<file path="src/rtl/mute_sup_pkg.sv">
package mute_sup_pkg;

    typedef struct packed {
        logic user_mute;
        logic auto_en;
    } sup_cfg_t;

    localparam sup_cfg_t CFG_RESET = '{user_mute: 1'b1, auto_en: 1'b0};

    // re-arm progress of the ratio monitor after reset or standby
    typedef enum logic [1:0] {
        ARM_IDLE  = 2'd0,
        ARM_FIRST = 2'd1,
        ARM_READY = 2'd2
    } arm_e;

    // stable-frame history used to release the clock-error flag
    typedef enum logic [1:0] {
        STB_NONE = 2'd0,
        STB_ONE  = 2'd1,
        STB_TWO  = 2'd2
    } stab_e;

    function automatic logic ratio_jump(input logic [31:0] a,
                                        input logic [31:0] b,
                                        input logic [31:0] tol);
        logic [31:0] d;
        d = (a > b) ? (a - b) : (b - a);
        return d > tol;
    endfunction

endpackage

</file>
<file path="src/rtl/sup_edge_sync.sv">
module sup_edge_sync #(
    parameter int W      = 2,
    parameter int STAGES = 2
) (
    input  logic         clk,
    input  logic         rst,
    input  logic [W-1:0] async_in,
    output logic [W-1:0] rise
);
    for (genvar g = 0; g < W; g++) begin : g_lane
        logic [STAGES:0] sh;
        always_ff @(posedge clk) begin
            if (rst) sh <= '0;
            else     sh <= {sh[STAGES-1:0], async_in[g]};
        end
        assign rise[g] = sh[STAGES-1] & ~sh[STAGES];
    end
endmodule

</file>
<file path="src/rtl/sup_zero_run.sv">
module sup_zero_run #(
    parameter int NCH = 6,
    parameter int SW  = 24,
    parameter int RUN = 512
) (
    input  logic              clk,
    input  logic              rst,
    input  logic              valid,
    input  logic [NCH*SW-1:0] data,
    input  logic              auto_en,
    output logic              auto_mute
);
    localparam int RW = $clog2(RUN + 1);
    localparam logic [RW-1:0] RUN_V = RW'(RUN);

    logic [NCH-1:0] lane_nz;
    logic           any_nz;
    logic [RW-1:0]  run;

    for (genvar k = 0; k < NCH; k++) begin : g_ch
        assign lane_nz[k] = |data[k*SW +: SW];
    end
    assign any_nz = |lane_nz;

    always_ff @(posedge clk) begin
        if (rst || !auto_en) begin
            run <= '0;
        end else if (valid) begin
            if (any_nz)            run <= '0;
            else if (run != RUN_V) run <= run + RW'(1);
        end
    end

    assign auto_mute = auto_en && (run == RUN_V);

    assert_run_bounded_R3: assert property (@(posedge clk) disable iff (rst)
        run <= RUN_V);
    assert_nonzero_clears_R4: assert property (@(posedge clk) disable iff (rst)
        (valid && any_nz) |=> (run == '0));
    assert_disabled_clears_R5: assert property (@(posedge clk) disable iff (rst)
        !auto_en |=> (run == '0));
endmodule

</file>
<file path="src/rtl/sup_stall_watch.sv">
module sup_stall_watch #(
    parameter int LIMIT = 1250
) (
    input  logic clk,
    input  logic rst,
    input  logic mck_rise,
    output logic standby
);
    localparam int CW = $clog2(LIMIT + 1);
    localparam logic [CW-1:0] LIM_V = CW'(LIMIT);

    logic [CW-1:0] idle;

    always_ff @(posedge clk) begin
        if (rst) begin
            idle    <= '0;
            standby <= 1'b0;
        end else if (mck_rise) begin
            idle    <= '0;
            standby <= 1'b0;
        end else if (idle == LIM_V) begin
            standby <= 1'b1;
        end else begin
            idle <= idle + CW'(1);
        end
    end

    assert_edge_wakes_R8: assert property (@(posedge clk) disable iff (rst)
        mck_rise |=> !standby);
    assert_idle_bounded_R8: assert property (@(posedge clk) disable iff (rst)
        idle <= LIM_V);
endmodule

</file>
<file path="src/rtl/sup_ratio_mon.sv">
module sup_ratio_mon
    import mute_sup_pkg::*;
#(
    parameter int CNT_W = 12,
    parameter int TOL   = 32
) (
    input  logic clk,
    input  logic rst,
    input  logic mck_rise,
    input  logic frm_rise,
    input  logic rearm,
    output logic resync,
    output logic clk_err
);
    localparam logic [CNT_W-1:0] CMAX = '1;

    logic [CNT_W-1:0] cnt, prev, cur;
    arm_e             phase;
    stab_e            stab;
    logic             jump;

    assign cur  = (mck_rise && cnt != CMAX) ? cnt + CNT_W'(1) : cnt;
    assign jump = ratio_jump(32'(cur), 32'(prev), 32'(TOL));

    always_ff @(posedge clk) begin
        if (rst) begin
            cnt     <= '0;
            prev    <= '0;
            phase   <= ARM_IDLE;
            stab    <= STB_TWO;
            clk_err <= 1'b0;
            resync  <= 1'b0;
        end else begin
            resync <= 1'b0;
            if (rearm) begin
                cnt   <= '0;
                phase <= ARM_IDLE;
            end else if (frm_rise) begin
                cnt  <= '0;
                prev <= cur;
                case (phase)
                    ARM_IDLE:  phase <= ARM_FIRST;
                    ARM_FIRST: phase <= ARM_READY;
                    default: begin
                        if (jump) begin
                            resync  <= 1'b1;
                            clk_err <= 1'b1;
                            stab    <= STB_NONE;
                        end else if (stab == STB_NONE) begin
                            stab <= STB_ONE;
                        end else begin
                            stab    <= STB_TWO;
                            clk_err <= 1'b0;
                        end
                    end
                endcase
            end else begin
                cnt <= cur;
            end
        end
    end

    assert_resync_single_R6: assert property (@(posedge clk) disable iff (rst)
        resync |=> !resync);
    assert_resync_flags_R6: assert property (@(posedge clk) disable iff (rst)
        resync |-> clk_err);
    assert_err_release_R7: assert property (@(posedge clk) disable iff (rst)
        $fell(clk_err) |-> ($past(stab) == STB_ONE));
    assert_arming_quiet_R9: assert property (@(posedge clk) disable iff (rst)
        (frm_rise && phase != ARM_READY) |=> !resync);
endmodule

</file>
<file path="src/rtl/mute_supervisor.sv">
module mute_supervisor
    import mute_sup_pkg::*;
#(
    parameter int NCH         = 6,
    parameter int SW          = 24,
    parameter int ZERO_RUN    = 512,
    parameter int RATIO_TOL   = 32,
    parameter int CNT_W       = 12,
    parameter int STALL_CYC   = 1250,
    parameter int SYNC_STAGES = 2
) (
    input  logic              clk,
    input  logic              rst,
    input  logic              mclk_in,
    input  logic              fclk_in,
    input  logic              smp_valid,
    input  logic [NCH*SW-1:0] smp_data,
    input  logic              cfg_we,
    input  logic              cfg_user_mute,
    input  logic              cfg_auto_en,
    input  logic              pwr_busy,
    output logic              mute_n,
    output logic              clk_err,
    output logic              resync,
    output logic              standby
);
    sup_cfg_t   cfg_q;
    logic [1:0] rises;
    logic       mck_rise, frm_rise, auto_mute, mute_q;

    always_ff @(posedge clk) begin
        if (rst)         cfg_q <= CFG_RESET;
        else if (cfg_we) cfg_q <= '{user_mute: cfg_user_mute, auto_en: cfg_auto_en};
    end

    sup_edge_sync #(.W(2), .STAGES(SYNC_STAGES)) u_sync (
        .clk(clk), .rst(rst), .async_in({fclk_in, mclk_in}), .rise(rises)
    );
    assign mck_rise = rises[0];
    assign frm_rise = rises[1];

    sup_zero_run #(.NCH(NCH), .SW(SW), .RUN(ZERO_RUN)) u_zero (
        .clk(clk), .rst(rst), .valid(smp_valid), .data(smp_data),
        .auto_en(cfg_q.auto_en), .auto_mute(auto_mute)
    );

    sup_stall_watch #(.LIMIT(STALL_CYC)) u_stall (
        .clk(clk), .rst(rst), .mck_rise(mck_rise), .standby(standby)
    );

    sup_ratio_mon #(.CNT_W(CNT_W), .TOL(RATIO_TOL)) u_ratio (
        .clk(clk), .rst(rst), .mck_rise(mck_rise), .frm_rise(frm_rise),
        .rearm(standby), .resync(resync), .clk_err(clk_err)
    );

    always_ff @(posedge clk) begin
        if (rst) mute_q <= 1'b0;
        else     mute_q <= !(cfg_q.user_mute || pwr_busy || clk_err || standby || auto_mute);
    end
    assign mute_n = mute_q;

    assert_user_mute_R2: assert property (@(posedge clk) disable iff (rst)
        cfg_q.user_mute |=> !mute_n);
    assert_power_mute_R2: assert property (@(posedge clk) disable iff (rst)
        pwr_busy |=> !mute_n);
    assert_auto_mute_R3: assert property (@(posedge clk) disable iff (rst)
        auto_mute |=> !mute_n);
    assert_err_mute_R6: assert property (@(posedge clk) disable iff (rst)
        clk_err |=> !mute_n);
    assert_stall_mute_R8: assert property (@(posedge clk) disable iff (rst)
        standby |=> !mute_n);
endmodule

</file>
<file path="config.mk">
export PLATFORM = sky130hd
export DESIGN_NAME = mute_supervisor
export DESIGN_NICKNAME = d
export VERILOG_FILES = /design/src/rtl/mute_sup_pkg.sv /design/src/rtl/sup_edge_sync.sv /design/src/rtl/sup_zero_run.sv /design/src/rtl/sup_stall_watch.sv /design/src/rtl/sup_ratio_mon.sv /design/src/rtl/mute_supervisor.sv
export SDC_FILE = /design/constraint.sdc
export NUM_CORES = 1
export LEC_CHECK = 0
export BUFFER_PORTS_ARGS = -buffer_cell sky130_fd_sc_hd__buf_2
export CORE_MARGIN = 2
export CORE_UTILIZATION = 50
export CTS_CLUSTER_DIAMETER = 100
export CTS_CLUSTER_SIZE = 16
export DETAILED_ROUTE_END_ITERATION = 8
export PLACE_DENSITY = 0.83
export SLEW_MARGIN = 10
export SYNTH_ARGS = -nofsm -noshare
export SYNTH_HDL_FRONTEND = slang
export SYNTH_SLANG_ARGS = --single-unit
export TNS_END_PERCENT = 30
</file>
<file path="constraint.sdc">
create_clock -name clk -period 6.85 [get_ports clk]
set_input_delay 0.3425 -clock clk [delete_from_list [all_inputs] [get_ports clk]]
set_output_delay 0.3425 -clock clk [all_outputs]
set_load 0.01 [all_outputs]
</file>
==> results.cfg, run 1 <==
[run_status]
status = complete, no violations

[critical_path]
cp_data_arrival_time_ps = 5830
worst-path-max-fanout = 10
cp-start-kind = flip-flop
reg2reg_to = u_ratio.clk_err
crit_path_end_kind = flip-flop
crit_start = u_ratio.cnt[0]
setup.worst_path.end = u_ratio.clk_err
required_ps = 7080
criticalPathCategory = flip-flop to flip-flop
r2r_slack_ps = 1250
timing.rr.start = u_ratio.cnt[0]
r2r_cells = 17

[job]
cap_violations = 0

[synthesis]
synth_area_um2 = 4200
syn-instance-count = 508
ys_seq_area_frac = 0.291
ys.flop_type = dfxtp_1
synth.avg_cell_area_um2 = 8.27
ys_ff_latch = 61
async_flop_share = 0
synthDistinctLibCells = 70
synth-edff-count = 0
synth_nets = 688
yosysWarnings = 0

[grt]
grt_usage = 0.311
grt_max_degree = 28
use_met2 = 0.481
grt_pass1_vias = 4291
globalRouteMet3Util = 0.0917
grt_pass1_wl_mm = 21.5
busiest_layer = met2
met1_usage = 0.424
grt.overflow.total = 0
grt_antenna_before_repair = 3

[sta]
grt_setup_unrepaired = no
worst_hold_slack_ps = 172
drv_slew = 0
min_period_over_period = 0.818
tns_ps = 0
max_freq_ghz = 0.179
clock_skew_ps = 4.16
fin_ws_ps = 1250
min_period_ps = 5600
worst_slew_pin_slew_ps = 671
slew_headroom = 0.548
finalSetupViolCount = 0
hold_violations = 0

[final_layout]
final_core_util = 0.642
fillers = 722
final_layout_size_suffix_gt1_frac = 0.294
fin_nets = 839
syn2layout_area_growth_pct = 25.0

[clocking]
cts_buffers = 9
h-tree-depth = 3
cts_hold_buffers = 0
cts.sinks = 61
clockRootBuffer = clkbuf_8
cts_setup_buffers = 0
clkSlewWorstSetupHoldPaths_ps = 70
cts_tree = built
cts_resized = 0
clock_path_buffers = 2
clkLatencyLatePin_ps = 330

[drt]
ant_nets = 0
avgViaCountPerCell = 5.74
drcViolationCount = 0
first_pass_iters = 4
routed_wl_mm = 13.7
via_count = 4422
post_drt_wl_per_cell_um = 17.8
first_iter_violations = 252

[pwr]
peakVddDrop_mv = 0.141
power.density_nw_per_um2 = 172
switchingPower_mw = 0.256
p_leak_nw = 2.45
power_frac_seq = 0.408
intPower_mw = 0.649
comb_power_share = 0.232
power.clock.fraction = 0.360
netSwitchingFraction = 0.283
total_power_mw = 0.905

[placement]
io_buffers = 156
hpwlAfterDp_mm = 11.5
place.gp.congestion = 0.966
pre_cts_ws_ps = 1320

[die]
die_area_um2 = 9150
core-area_um2 = 8180
initial_core_util = 0.514
die_w_um = 95.6
ios = 157
rows = 33
die_y_um = 95.6

[worst_hold_path]
min_path_type = primary input to flip-flop
==> critical path, cell delays in order (launching register included) <==
cell and delay (ps):
dfxtp_1 370, ha_1 300, nand3_1 220, o31ai_4 530, nor3_1 140, and3_2 250
xnor2_1 340, inv_1 80, ha_1 450, nand4_1 180, nor3_2 290, a41o_1 410
o21a_1 390, mux2i_1 260, a21oi_1 80, or4b_1 520, or4_4 460, a32o_1 230
==> cell type report <==
class	instances	area (um^2)	share of cell area
clock inverters	3	45.0	0.00858
multi-input cells	390	2750	0.523
flip-flops and latches	61	1220	0.233
inverters	38	143	0.0272
diodes	2	5.00	0.000954
repair buffers	159	803	0.153
clock buffers	12	155	0.0296
well taps	105	131	0.0250
==> how the worst min path moves through the flow <==
stage	start	end	slack [ps]	cells past startpoint
after floorplan	u_sync.g_lane[0].sh[0]	u_sync.g_lane[0].sh[1]	410	1
after global placement	u_sync.g_lane[0].sh[0]	u_sync.g_lane[0].sh[1]	420	1
after detailed placement	u_sync.g_lane[0].sh[0]	u_sync.g_lane[0].sh[1]	430	1
after CTS	pwr_busy	mute_n	160	2
after global routing	pwr_busy	mute_n	150	2
final	pwr_busy	mute_n	170	2
==> layer usage <==
layer | wire (um) | share of wire
met3 | 1040 | 0.076
met5 | 30 | 0.0022
met4 | 250 | 0.018
met2 | 6230 | 0.45
met1 | 6150 | 0.45
==> cell usage in the layout (no fill, tap or decap), types with 5 or more instances in the layout <==
cell type and count:
clkbuf_8 11, buf_2 156, or4_1 5, nand3_1 20, o21ai_0 9, a21oi_1 17, dfxtp_1 61, and2_1 5
nor3_1 8, ha_1 25, xnor2_1 17, nand4_1 16, a211oi_1 15, mux2i_1 10, and3_1 13, a21o_1 15
nor2b_1 10, nor4_1 39, nand2_1 25, xor2_1 17, nor2_1 56, inv_1 38
==> power groups by stage <==
stage               logic [mW]  clock network, mW  registers, mW
CTS                      0.209              0.331          0.369
finish                   0.210              0.325          0.369
detailed placement       0.207                  0          0.377
global placement         0.207                  0          0.377
floorplan                0.131                  0          0.375
global route             0.230              0.347          0.370
==> synthesized netlist by cell type, types with 2 or more instances <==
master / instances / area [um^2]
o21bai_1: 2 / 15.0
a21oi_1: 17 / 85.1
o221ai_1: 2 / 17.5
o21ai_0: 9 / 45.0
o21ai_1: 2 / 10.0
xor2_1: 17 / 149
nor3_1: 8 / 40.0
nor2b_1: 10 / 62.6
a221o_1: 2 / 20.0
nor4_1: 39 / 244
clkbuf_1: 8 / 30.0
buf_2: 9 / 45.0
a2bb2oi_1: 2 / 17.5
a31o_2: 2 / 17.5
or2_2: 2 / 12.5
dfxtp_1: 61 / 1220
o21a_1: 2 / 15.0
a211oi_1: 15 / 113
nand4_4: 2 / 42.5
and3_1: 13 / 81.3
mux2i_1: 10 / 100
nor2_1: 56 / 210
nand2b_1: 2 / 12.5
nor4b_1: 3 / 26.3
a31oi_1: 4 / 25.0
or4_1: 5 / 37.5
a311oi_1: 2 / 17.5
nand4_1: 16 / 100
ha_1: 25 / 313
and3_2: 2 / 15.0
inv_1: 38 / 143
a2111o_1: 2 / 22.5
xnor2_1: 17 / 149
nand3_1: 20 / 100
a21o_1: 15 / 113
nand2_1: 25 / 93.8
buf_4: 2 / 15.0
fa_1: 2 / 40.0
and2_1: 5 / 31.3
o211ai_1: 3 / 22.5
==> state kept, by name (all words and copies together), names as in the netlist <==
register and cells:
u_zero.run 10, u_ratio.clk_err 1, u_ratio.resync 1, u_ratio.cnt 12, u_ratio.stab 2, u_ratio.prev 12, cfg_q 2, u_stall.standby 1
u_ratio.phase 2, mute_n 1, u_sync.g_lane.sh 6, u_stall.idle 11
==> metrics by stage <==
stage	cell area, um^2	instances
floorplan	4200	508
global placement	5040	753
detailed placement	5040	753
CTS	5240	768
global route	5240	768
finish	5250	770
==> kinds of logic after synthesis <==
logic type / after synthesis / share of synthesized area
xor gates and xnor gates: 36 / 0.0787
and+or+nand+nor: 217 / 0.287
adders and majority gates: 27 / 0.0840
buffers and inverters: 57 / 0.0554
muxes: 11 / 0.0265
DFF: 61 / 0.291
AOI/OAI and AO/OA: 99 / 0.178
Note: power is estimated with default switching activity, not from simulation.
==> inputs of run 2 (changes only) <==
CORE_UTILIZATION = 45   (was 50)
PLACE_DENSITY = 0.79   (was 0.83)
clock period = 4.55 ns   (was 6.85 ns; I/O delays follow)
==> results.cfg, run 2 (same netlist as run 1, synthesis figures left out) <==
[worst_hold_path]
min_path_type = primary input to flip-flop
hp-start = pwr_busy

[drt]
via_count = 4824
routed_wl_mm = 14.5
avgViaCountPerCell = 5.77
first_iter_violations = 385
ant_nets = 0
post_drt_wl_per_cell_um = 17.3
first_pass_iters = 7
drcViolationCount = 0

[critical_path]
path_common_cell = ha_4
slowest_delay_ps = 520
required_ps = 4780
path_cells = ha_4 -> nand3_4 -> o31ai_4 -> nor3_2 -> and3_4 -> xnor2_2 -> inv_1 -> ha_4 -> nand4_1 -> nor3_4 -> a41o_1 -> o21a_4 -> mux2i_1 -> a21oi_1 -> or4b_1 -> or4_4 -> a32o_1
r2r_slack_ps = 80
crit_start = u_ratio.cnt[0]
cp_data_arrival_time_ps = 4700
criticalPathCategory = flip-flop to flip-flop
crit_path_end_kind = flip-flop
worst-path-max-fanout = 7
crit_slowest_cell = or4b_1
cp-start-kind = flip-flop
timing.rr.start = u_ratio.cnt[0]

[final_layout]
fillers = 776
final_layout_size_suffix_gt1_frac = 0.392
syn2layout_area_growth_pct = 40.0
multi_input_area_um2 = 2910
fin_area_um2 = 5880
seq_area_um2 = 1230
final_core_util = 0.642
fin_nets = 901
antenna_cells = 0
reg_top3 = u_ratio.cnt (12), u_ratio.prev (12), u_stall.idle (11)
most-common-layout-cells = buf_2 (156), buf_4 (64), nor2_1 (56), dfxtp_1 (56)
final_common_cell = buf_2

[clocking]
cts_tree = built
clkSlewWorstSetupHoldPaths_ps = 70
clock_path_buffers = 2
clkLatencyLatePin_ps = 330
h-tree-depth = 3
clockRootBuffer = clkbuf_8
cts.sinks = 61
cts_buffers = 9

[sta]
min_period_over_period = 0.983
worst_hold_slack_ps = 52.9
fin_ws_ps = 76.9
hold_violations = 0
min_period_ps = 4470
slew_headroom = 0.494
clock_skew_ps = 11.9
max_freq_ghz = 0.224
grt_setup_unrepaired = yes
tns_ps = 0
worst_slew_pin_slew_ps = 752
finalSetupViolCount = 0
drv_slew = 0

[pwr]
peakVddDrop_mv = 0.205
p_leak_nw = 2.75
power.density_nw_per_um2 = 240

[job]
cap_violations = 0

[placement]
post_dp_cell_area_um2 = 5500
pre_cts_ws_ps = -138
io_buffers = 156
hpwlAfterDp_mm = 11.8
place.gp.congestion = 0.986

[die]
ios = 157
rows = 35
core-area_um2 = 9150
die_area_um2 = 10100
die_y_um = 101
initial_core_util = 0.459
die_w_um = 101

[grt]
grt_antenna_before_repair = 0
grt_pass1_vias = 4678
grt.overflow.total = 0
grt_usage = 0.286
grt_pass1_wl_mm = 22.8
grt_max_degree = 28

[run_status]
status = complete, no violations
[run 2: changes by cell type in the layout (fill, tap and decap cells not counted), moves of 3 or more]
cell | before | now
buf_4 | 3 | 64
ha_1 | 25 | 18
dfxtp_1 | 61 | 56
dfxtp_2 | 0 | 5
ha_4 | 0 | 4
ha_2 | 0 | 3
[run 2: what timing repair did]
item,4_1_cts,5_1_grt
gates resized for setup,2,22
pin swaps,1,7
endpoints found under the hold margin,0,0
buffers inserted,0,9
endpoints found under the setup margin,4,4
hold buffers,0,0
[run 2: metrics by stage]
stage          total power [mW]  cells
4_1_cts                    1.39    827
3_3_place_gp              0.919    812
6_report                   1.41    836
3_5_place_dp              0.925    812
2_1_floorplan             0.764    508
5_1_grt                    1.48    836
[run 2: metal layers]
layer / vias up / GRT usage / share of wire
li1: 2288 / - / -
met1: 2287 / 0.388 / 0.43
met2: 232 / 0.466 / 0.47
met3: 17 / 0.0680 / 0.083
met4: 0 / 0.0590 / 0.0080
met5: - / 0 / 0
[run 2: cell type report]
type | instances | area share
repair buffers | 221 | 0.217
flip-flops and latches | 61 | 0.209
clock buffers | 11 | 0.0241
inverters | 38 | 0.0243
multi-input cells | 390 | 0.494
well taps | 111 | 0.0236
clock inverters | 4 | 0.00830
[run 2: worst max-delay path, delay by kind of cell, from the launching register on]
kind            cells  cell delay [ps]
simple gates        7             1830
compound gates      5             1220
fa+ha+maj           2              470
flops               1              350
mux                 1              240
xor+xnor            1              160
buf+inv             1              110
[run 2: worst paths after layout]
kind / cells past startpoint / to
min reg2reg: 1 / u_sync.g_lane[0].sh[1]
min: 2 / mute_n
max reg2reg: 17 / u_ratio.clk_err
max: 17 / u_ratio.clk_err
[run 2: report_power, final]
group / leakage, nW / switching (mW) / internal (mW)
Combinational: 2.15 / 0.187 / 0.206
Clock: 0.0992 / 0.198 / 0.264
Sequential: 0.497 / 0.0111 / 0.546
Total: 2.75 / 0.396 / 1.02
==> inputs of run 3 (changes only) <==
CORE_MARGIN = 1   (was 2)
==> results.cfg, run 3 (same netlist as run 1, synthesis figures left out) <==
[critical_path]
r2r_slack_ps = 70
crit_start = u_ratio.cnt[2]
crit_path_end_kind = flip-flop
r2r_cells = 16
cp-start-kind = flip-flop
required_ps = 4790
cp_data_arrival_time_ps = 4710
path_cells = and3_1 -> nand2_1 -> nor4_1 -> xnor2_1 -> inv_1 -> ha_4 -> nand4_1 -> nor3_4 -> a41o_1 -> buf_4 -> o21ai_2 -> a2111o_1 -> nand3_1 -> or4b_1 -> or4_4 -> a32o_1
slowest_delay_ps = 460
criticalPathCategory = flip-flop to flip-flop
worst-path-max-fanout = 5
reg2reg_to = u_ratio.clk_err
crit_slowest_cell = or4_4
timing.rr.start = u_ratio.cnt[2]
setup.worst_path.end = u_ratio.clk_err

[sta]
worst_slew_pin_slew_ps = 714
worst_hold_slack_ps = 40.4
drv_slew = 0
slew_headroom = 0.522
min_period_over_period = 0.984
clock_skew_ps = 10.6
min_period_ps = 4480
grt_setup_unrepaired = yes
hold_violations = 0
finalSetupViolCount = 0
max_freq_ghz = 0.223

[die]
initial_core_util = 0.472
die_w_um = 98.6
rows = 34
core-area_um2 = 8890
die_area_um2 = 9720
ios = 157
die_y_um = 98.6

[grt]
grt_usage = 0.287
grt.overflow.total = 0
grt_antenna_before_repair = 4
grt_max_degree = 28
grt_pass1_wl_mm = 22.0
grt_pass1_vias = 4615

[drt]
first_iter_violations = 251
post_drt_wl_per_cell_um = 16.9
routed_wl_mm = 14.1
first_pass_iters = 6
via_count = 4713
avgViaCountPerCell = 5.66
drcViolationCount = 0
ant_nets = 0

[placement]
place.gp.congestion = 0.916
hpwlAfterDp_mm = 11.4
io_buffers = 156

[final_layout]
most-common-layout-cells = buf_2 (156), buf_4 (61), nor2_1 (56), dfxtp_1 (56), nor4_1 (39)
final_layout_size_suffix_gt1_frac = 0.385
reg_top3 = u_ratio.cnt (12), u_ratio.prev (12), u_stall.idle (11)
fillers = 737
final_common_cell = buf_2
fin_nets = 897
syn2layout_area_growth_pct = 39.4

[job]
cap_violations = 0

[worst_hold_path]
min_path_type = primary input to flip-flop

[clocking]
clkSlewWorstSetupHoldPaths_ps = 70
cts_buffers = 9
cts_tree = built
clockRootBuffer = clkbuf_8
cts.sinks = 61
h-tree-depth = 3
clkLatencyLatePin_ps = 340
clock_path_buffers = 2

[pwr]
power.density_nw_per_um2 = 232
total_power_mw = 1.36
peakVddDrop_mv = 0.193
p_leak_nw = 2.72

[run_status]
status = complete, no violations
## run 3: cell types whose count changed in the layout (fill, tap and decap cells not counted), sizes merged
cell and delta:
clkinvlp +1, bufinv -1, buf -4, clkbuf -1, clkinv +2, diode +2
## run 3: area by class of cell
type	count	area (um^2)	share of cell area
antenna	2	5.00	0.000855
clock buffer	10	128	0.0218
clock inverter	6	40.0	0.00684
inverter	38	143	0.0244
multi-input combinational	390	2930	0.501
sequential	61	1230	0.210
tap	108	135	0.0231
timing repair buffer	217	1240	0.212
## run 3: metal layers
metal	global-route usage	wire (um)	part of all wire	up-vias
met5	0	22	0.0016	-
met3	0.0702	1150	0.081	26
met1	0.383	6270	0.45	2201
met2	0.470	6460	0.46	193
li1	-	-	-	2289
met4	0.0666	171	0.012	4
## run 3: power by group
| group | leakage [nW] | switching (mW) | internal (mW) | total [mW] |
|---|---|---|---|---|
| clock | 0.0860 | 0.221 | 0.196 | 0.418 |
| sequential | 0.498 | 0.0112 | 0.545 | 0.556 |
| combinational | 2.14 | 0.183 | 0.202 | 0.385 |
## run 3: metrics by stage
step	setup TNS, ps	cells	util	instance area (um^2)	worst slack, ps
floorplan	0	508	-	4260	25.5
global placement	0	805	0.615	5470	37.4
detailed placement	-52.5	805	0.615	5470	-52.0
CTS	0	821	0.634	5640	35.7
global route	-217	831	0.658	5850	-113
finish	0	832	0.658	5850	74.7
## run 3: timing repair
item	4_1_cts	5_1_grt
setup endpoints to repair	2	4
gates resized for setup	1	23
cloned	0	0
pin swaps	1	11
hold buffers	0	0
setup buffers	0	9
## run 3: worst min-delay path by stage
stage | from | endpoint | slack (ps) | cells after the start
after global placement | pwr_busy | mute_n | 390 | 2
final | pwr_busy | mute_n | 40 | 2
after detailed placement | pwr_busy | mute_n | 390 | 2
after CTS | pwr_busy | mute_n | 30 | 2
after global routing | pwr_busy | mute_n | 30 | 2
after floorplan | pwr_busy | mute_n | 300 | 1
## run 3: worst max-delay path: cells and delay by family (launching register included)
family                     cells  cell delay [ps]
AOI/OAI and AO/OA              4              960
and+or+nand+nor                8             2240
DFF                            1              440
xor gates and xnor gates       1              210
buffers and inverters          2              250
adders and majority gates      1              290
